===== src/rtl/stepwin_regs.sv =====
module stepwin_regs #(
  parameter int BANK_W = 2
) (
  input  logic              clk,
  input  logic              rst_n,
  input  logic [3:0]        reg_addr,
  input  logic              reg_wr,
  input  logic              reg_rd,
  input  logic [7:0]        reg_wdata,
  output logic [7:0]        reg_rdata,
  output logic              busy,
  input  logic [BANK_W-1:0] bank_sel,
  output logic [15:0]       mem_addr,
  output logic              mem_we,
  output logic              mem_re,
  output logic [7:0]        mem_wdata,
  output logic [BANK_W-1:0] mem_bank,
  input  logic [7:0]        mem_rdata
);

  function automatic logic [15:0] sx(input logic [7:0] s);
    return {{8{s[7]}}, s};
  endfunction

  logic [15:0] ptr0, ptr1;
  logic [7:0]  step0, step1, hold, rd_q, reg_val;
  logic        rd_en, busy_q, cp_rd_q, rd_mem_q;
  logic [1:0]  mode;

  wire wr_ok  = reg_wr & ~busy_q;
  wire rd_ok  = reg_rd & ~reg_wr & ~busy_q;
  wire sel_d0 = reg_addr == 4'd3;
  wire sel_d1 = reg_addr == 4'd7;
  wire copy   = mode == 2'b01;
  wire acc0_wr = wr_ok & sel_d0;
  wire acc1_wr = wr_ok & sel_d1;
  wire acc0_rd = rd_ok & sel_d0 & rd_en;
  wire acc1_rd = rd_ok & sel_d1 & rd_en;

  assign busy      = busy_q;
  assign mem_bank  = bank_sel;
  assign mem_we    = acc0_wr | acc1_wr | busy_q;
  assign mem_re    = acc0_rd | acc1_rd;
  assign mem_addr  = (busy_q | sel_d1) ? ptr1 : ptr0;
  assign mem_wdata = busy_q ? (cp_rd_q ? mem_rdata : hold) : reg_wdata;
  assign reg_rdata = rd_mem_q ? mem_rdata : rd_q;

  always_comb begin
    case (reg_addr)
      4'd0:    reg_val = ptr0[7:0];
      4'd1:    reg_val = ptr0[15:8];
      4'd2:    reg_val = step0;
      4'd4:    reg_val = ptr1[7:0];
      4'd5:    reg_val = ptr1[15:8];
      4'd6:    reg_val = step1;
      4'd3, 4'd7: reg_val = 8'hFF;
      4'd8:    reg_val = {2'b00, mode, 3'b000, rd_en};
      default: reg_val = 8'h00;
    endcase
  end

  always_ff @(posedge clk or negedge rst_n) begin
    if (!rst_n) begin
      ptr0 <= '0; ptr1 <= '0; step0 <= '0; step1 <= '0;
      rd_en <= 1'b0; mode <= 2'b00;
      busy_q <= 1'b0; cp_rd_q <= 1'b0; hold <= '0;
      rd_q <= '0; rd_mem_q <= 1'b0;
    end else begin
      if (wr_ok) begin
        case (reg_addr)
          4'd0: ptr0[7:0]  <= reg_wdata;
          4'd1: ptr0[15:8] <= reg_wdata;
          4'd2: step0      <= reg_wdata;
          4'd3: ptr0       <= ptr0 + sx(step0);
          4'd4: ptr1[7:0]  <= reg_wdata;
          4'd5: ptr1[15:8] <= reg_wdata;
          4'd6: step1      <= reg_wdata;
          4'd7: ptr1       <= ptr1 + sx(step1);
          4'd8: begin rd_en <= reg_wdata[0]; mode <= reg_wdata[5:4]; end
          default: ;
        endcase
      end
      if (acc0_rd) ptr0 <= ptr0 + sx(step0);
      if (acc1_rd || busy_q) ptr1 <= ptr1 + sx(step1);
      busy_q  <= (acc0_wr | acc0_rd) & copy;
      cp_rd_q <= acc0_rd;
      hold    <= reg_wdata;
      rd_mem_q <= acc0_rd | acc1_rd;
      if (rd_mem_q) rd_q <= mem_rdata;
      if (rd_ok)    rd_q <= reg_val;
    end
  end

  a_r7_busy_single: assert property (@(posedge clk) disable iff (!rst_n)
    busy |=> !busy);

  a_r10_busy_ignores: assert property (@(posedge clk) disable iff (!rst_n)
    busy |=> $stable(ptr0) && $stable(step0) && $stable(step1) && $stable(mode) && $stable(rd_en));

  a_r3_no_rw_clash: assert property (@(posedge clk) disable iff (!rst_n)
    !(mem_we && mem_re));

  a_r4_p0_step: assert property (@(posedge clk) disable iff (!rst_n)
    (reg_wr && !busy && reg_addr == 4'd3) |=> ptr0 == $past(ptr0 + sx(step0)));

  a_r6_disabled_quiet: assert property (@(posedge clk) disable iff (!rst_n)
    (reg_rd && !reg_wr && !busy && !rd_en && reg_addr == 4'd3)
      |=> $stable(ptr0) && reg_rdata == 8'hFF);

  a_r8_copy_read: assert property (@(posedge clk) disable iff (!rst_n)
    (reg_rd && !reg_wr && !busy && rd_en && mode == 2'b01 && reg_addr == 4'd3)
      |=> busy && mem_we && mem_wdata == mem_rdata);

endmodule


===== config.mk =====
export PLATFORM = sky130hd
export DESIGN_NAME = stepwin_regs
export DESIGN_NICKNAME = d
export VERILOG_FILES = /design/src/rtl/stepwin_regs.sv
export SDC_FILE = /design/constraint.sdc
export NUM_CORES = 1
export LEC_CHECK = 0
export ABC_CLOCK_PERIOD_IN_PS = 3800
export CAP_MARGIN = 20
export CORE_MARGIN = 2
export CORE_UTILIZATION = 30
export CTS_BUF_LIST = sky130_fd_sc_hd__clkbuf_8
export DETAILED_ROUTE_END_ITERATION = 6
export DONT_BUFFER_PORTS = 1
export SKIP_CTS_REPAIR_TIMING = 1
export SKIP_LAST_GASP = 1
export SLEW_MARGIN = 15
export SYNTH_ARGS = -nofsm -noshare
export SYNTH_HDL_FRONTEND = slang
export SYNTH_SLANG_ARGS = --single-unit

===== constraint.sdc =====
create_clock -name clk -period 3.8 [get_ports clk]
set_clock_uncertainty 0.05 [all_clocks]
set_input_delay 0.76 -clock clk [delete_from_list [all_inputs] [get_ports clk]]
set_output_delay 0.76 -clock clk [all_outputs]
set_load 0.02 [all_outputs]

**After elaboration in Yosys (flattened, before gate mapping)**

Index checks and enable logic that the tools add are counted.

- Input bits: 26
- Memory bits (read-only): 0
- Logic and storage cells: 71
- Output and inout bits: 37
- Bits in latches: 0
- Bits in writable memories: 0
- Flip-flop bits (word level): 70
- Memories kept: 0

- Divide/modulo/power cells: 0
- Shifts and indexed selects: 0
- Eq/ne operators: 9
- Multiply operators: 0
- Order comparisons: 0
- Muxes and demuxes: 14
- $add $sub $neg: 2
- Bitwise gates (word level): 17
- Reductions and logical operators: 16

Operators by type and width:

| cell | count |
|---|---|
| 16-bit 2-to-1 mux | 5 |
| 8-bit case mux with 2 select lines | 4 |
| 8-bit case mux with 8 select lines | 1 |
| 16-bit adder | 2 |
| 8-bit 2-to-1 mux | 4 |
| 4-bit by 3-bit == test with 1-bit output, second input constant | 4 |
| 2-bit AND reduction | 7 |
| 3-bit nonzero test | 4 |
| 1-bit bitwise AND | 10 |
| 4-bit by 2-bit == test with 1-bit output, second input constant | 2 |
| 1-bit bitwise OR | 5 |
| 4-bit by 1-bit == test with 1-bit output, second input constant | 1 |
| 4-bit == test, second input constant | 1 |
| 4-bit zero test | 1 |
| 2-bit nonzero test | 2 |
| 2-bit by 1-bit == test with 1-bit output, second input constant | 1 |
| 1-bit NOT | 2 |
| 2-bit OR reduction | 1 |
| 1-bit logical OR | 1 |

**Longest topological paths before layout**

- Depth after elaboration: 8
- Mapped depth: 9
- Depth with buffers taken out: 9

**Least setup slack after synthesis**

OpenSTA, ideal clock, no wires.

- Path kind: input -> output
- Start: in reg_addr[0]
- End: out mem_addr[10]
- Cell stages on the path: 4
- Arrival: 2,129 ps
- Buffers on the path: 2
- Data required time: 2,990 ps
- Setup slack: 861 ps
- Cell sequence: clkbuf_1 -> a31oi_1 -> clkbuf_1 -> mux2_1

- Cells in the longest elaborated chain, start to end: 3

Ends and longest elaborated chain:

| element | line | RTL |
|---|---|---|
| start: declaration | 6 | `input logic [3:0] reg_addr,` |
| 4-bit by 3-bit == test with 1-bit output | 33 | `wire sel_d1 = reg_addr == 4'd7;` |
| 1-bit bitwise OR | 44 | `assign mem_addr = (busy_q \| sel_d1) ? ptr1 : ptr0;` |
| 16-bit 2-to-1 mux | 44 |  |
| end: declaration | 13 | `output logic [15:0] mem_addr,` |

No other way between the ends.

**Worst setup path after layout**

- Start: reg ptr1[0]
- End: reg ptr1[14]

- Cells in the longest elaborated chain, start to end: 4

Ends and longest elaborated chain:

| element | line | RTL |
|---|---|---|
| start: declaration | 25 | `logic [15:0] ptr0, ptr1;` |
| start signal: assignment | 75 | `4'd4: ptr1[7:0] <= reg_wdata;` |
| start signal: assignment | 78 | `4'd7: ptr1 <= ptr1 + sx(step1);` |
| start signal: assignment | 84 | `if (acc1_rd \|\| busy_q) ptr1 <= ptr1 + sx(step1);` |
| 16-bit adder (*) | 78, 84 |  |
| 8-bit case mux with 2 select lines | 70 | `case (reg_addr)` |
| 16-bit 2-to-1 mux | 69 | `if (wr_ok) begin` |
| 16-bit 2-to-1 mux (*) | 84 |  |

Every way passes the cells marked *; elsewhere a longest branch is shown, timed or not. The select of a mux whose other input is x is not followed.
A chain may end at the register's enable or synchronous reset.

==> results by group <==
Run status
  – Status: complete, no violations

Logic synthesis
  – Synth area leaders: dfrtp_1, ha_1, mux2_1
  – Cells after synthesis: between 500 and 600
  – Warnings, synthesis: 0
  – Unique cell type count in the Yosys netlist: 59
  – Seq cells post-synth: 70
  – Syn nets: a little over 600
  – Most numerous cell in the Yosys netlist: dfrtp_1
  – Async SR Flop Fraction: 100%
  – Post-Syn Area per Cell: 9.19 um^2
  – Sequential fraction of the synthesis area: around a third
  – Share of the synthesized area in the top cell type: ~34%
  – Post-Syn Area: slightly above 5000 um^2
  – Cell taking the most area after synthesis: dfrtp_1
  – Ys flop type: dfrtp_1
  – Post-synth EDFFs: 0
  – Commonest cells in the synthesized netlist: dfrtp_1, nand2_1, nor2_1

Place
  – Post-DP Area: roughly 5300 um^2
  – Port bufs: 0
  – RD Place Congestion: between 0.9 and 1
  – DP HPWL: approximately 12,000 um

Timing
  – Setup TNS: 0 ps
  – Max_slew headroom: roughly a third
  – Final hold violations: 0
  – Min Tclk post-route: 2950 ps
  – Final Setup Violations: 0
  – Top achievable clock speed: around 340 MHz
  – Slew @ Worst Pin: between 900 and 1000 ps
  – Unrepaired setup endpoints after global routing: false
  – Max Slew Vio Count: 0
  – Period utilization: between 70 and 80%

Setup path
  – CP max FO: 4
  – CP arrival: 3150 ps
  – Req. time, crit path: approximately 4000 ps
  – R2R Path Start: ptr1[0]$_DFFE_PN0P_
  – WP buf/inv: 0
  – Reg2Reg Setup Slack: 850 ps
  – CP Class: reg -> reg
  – CP peak stage delay: ~440 ps
  – Critical Path Start Type: register
  – FF-to-FF End: ptr1[14]$_DFFE_PN0P_
  – Crit-path leading delay family: compound AO/OA/AOI/OAI gates
  – R2R depth: 9
  – Critical path endpoint category: register
  – Critical-path top delay cell: a2111oi_2
  – Worst-path cell chain: ha_1, fa_1, a21o_2, a221o_1, a2111oi_2, o31ai_1, xnor2_1, o21ai_1, mux2_2

Power
  – Net switching power of the design: about 0.0014 W
  – Pint: 0.00183 W
  – Max IR drop VDD: ~0.21 mV
  – LEAKAGE: 2.35 nW
  – Sequential power share: a little over a third
  – PD cells: ~600 nW/um^2
  – Clock network power share: ~17%
  – Switch share: approximately 44%
  – Comb pwr share: a little under half

Clocking
  – Root Driver: clkbuf_8
  – Clk sinks: 70
  – Maximum clock path buffer count: 2
  – Worst-path clk slew: 80 ps
  – Total CTS buffers: 9
  – Clk Latency, worst-skew pair: 370 ps
  – H-Tree Depth: 3
  – CTS tree: done

GRT
  – Number of global-route vias before repair: around 4,200
  – Largest net degree at the start of global routing: 71
  – First-pass GRT wire length: around 24,000 um
  – Gr usage total: between 10% and 20%
  – Total grt overflow: 0
  – Initial antenna violation count: 0

Drt
  – Wire length per cell: 20.3 um
  – Vias per inst: between 5 and 6
  – Final wirelength: around 16,000 um
  – Vias: about 4,400
  – 1st-iter DRT viols: 432
  – DRC: 0
  – Final ANT Viol Nets: 0
  – 1st-pass router iterations: 7

Floorplan
  – Total core area: about 17,000 um^2
  – Die Span Y: between 100 and 150 um
  – Total die area: between 15,000 and 20,000 um^2
  – Die width: about 130 um
  – Initial Utilization: 30.8%
  – Row count: 47
  – Ports: 63

Job
  – Max_cap viols: 0

Finish
  – Area of the multi-input gates: between 3000 and 4000 um^2
  – # fillers: 1,719
  – Fin area: about 5500 um^2
  – Final nets: 603
  – Layout cell share with drive strength beyond 1: between 10% and 20%
  – FF+latch area: around 1800 um^2
  – Antenna diodes: 0
  – Synthesis-to-finish area growth: 7.31%

Min path
  – Hold Crit Class: in -> async
[power by group through the flow]
| stage | sequential [W] | clock, W | combinational, W |
|---|---|---|---|
| after floorplan | 0.00105 | 0 | 0.00128 |
| final | 0.00117 | 0.000560 | 0.00155 |
| after CTS | 0.00117 | 0.000569 | 0.00154 |
| after detailed placement | 0.00118 | 0 | 0.00153 |
| after global routing | 0.00119 | 0.000597 | 0.00172 |
| after global placement | 0.00117 | 0 | 0.00149 |
[flip-flops by register name (all words and copies together) (netlist names)]
name and count:
mode 2, step1 8, rd_q 8, rd_en 1, ptr0 16, step0 8, busy 1, hold 8
ptr1 16, rd_mem_q 1, cp_rd_q 1
[worst max-delay path by stage]
stage | slack (ps) | depth (start not counted) | end | startpoint
after CTS | 860 | 9 | ptr1[14]$_DFFE_PN0P_ | ptr1[0]$_DFFE_PN0P_
final | 850 | 9 | ptr1[14]$_DFFE_PN0P_ | ptr1[0]$_DFFE_PN0P_
after global routing | 730 | 8 | ptr1[14]$_DFFE_PN0P_ | step1[7]$_DFFE_PN0P_
after detailed placement | 880 | 9 | ptr1[14]$_DFFE_PN0P_ | ptr1[0]$_DFFE_PN0P_
after global placement | 920 | 9 | ptr1[14]$_DFFE_PN0P_ | ptr1[0]$_DFFE_PN0P_
after floorplan | 860 | 4 | mem_addr[10] | reg_addr[0]
[routing by layer]
layer / wire [um] / global-route usage, %
met5: 0 / 0
met4: 281 / 3.86
met3: 1660 / 5.90
met2: 6730 / 26.0
met1: 7000 / 24.7
[per-stage QoR]
stage | hold WS [ps] | worst slack, ps | util [%] | total power, W | cells
CTS | 22.3 | 859 | 33.0 | 0.00327 | 770
global route | 12.0 | 731 | 33.0 | 0.00351 | 770
global placement | 419 | 915 | 31.9 | 0.00266 | 754
floorplan | 414 | 861 | - | 0.00233 | 555
detailed placement | 420 | 880 | 31.9 | 0.00271 | 754
finish | 38.3 | 849 | 33.0 | 0.00327 | 770
[final cells by class]
| cell class | count | area share (%) |
|---|---|---|
| Clock buffer | 10 | 2.51 |
| Clock inverter | 6 | 0.709 |
| Multi-Input combinational cell | 451 | 58.4 |
| Timing Repair Buffer | 6 | 0.823 |
| Tap cell | 220 | 5.03 |
| Sequential cell | 70 | 32.0 |
| Inverter | 7 | 0.480 |
[cell usage in the layout (no fill, tap or decap), types with 8 or more instances in the layout]
master | Yosys | routed
mux2_2 | 26 | 26
dfrtp_1 | 70 | 70
mux2_1 | 26 | 26
a21o_1 | 11 | 11
a21oi_1 | 45 | 45
o21ai_1 | 21 | 21
nor3_1 | 10 | 9
nand2_1 | 64 | 64
a211oi_1 | 8 | 8
xnor2_1 | 14 | 14
mux2i_1 | 19 | 19
clkbuf_8 | 0 | 10
nor2_1 | 50 | 50
o21a_1 | 9 | 9
o21ai_0 | 20 | 20
ha_1 | 30 | 30
xor2_1 | 10 | 10
[cell families after synthesis]
kind of cell             synth area share, %
buffers and inverters                   3.16
adder cells (fa/ha/maj)                 8.14
flip-flops                              34.3
multiplexers                            15.2
AND/OR/NAND/NOR                         12.8
XOR/XNOR                                4.12
AO/OA/AOI/OAI                           22.2
Power figures use the tool's default switching activity.
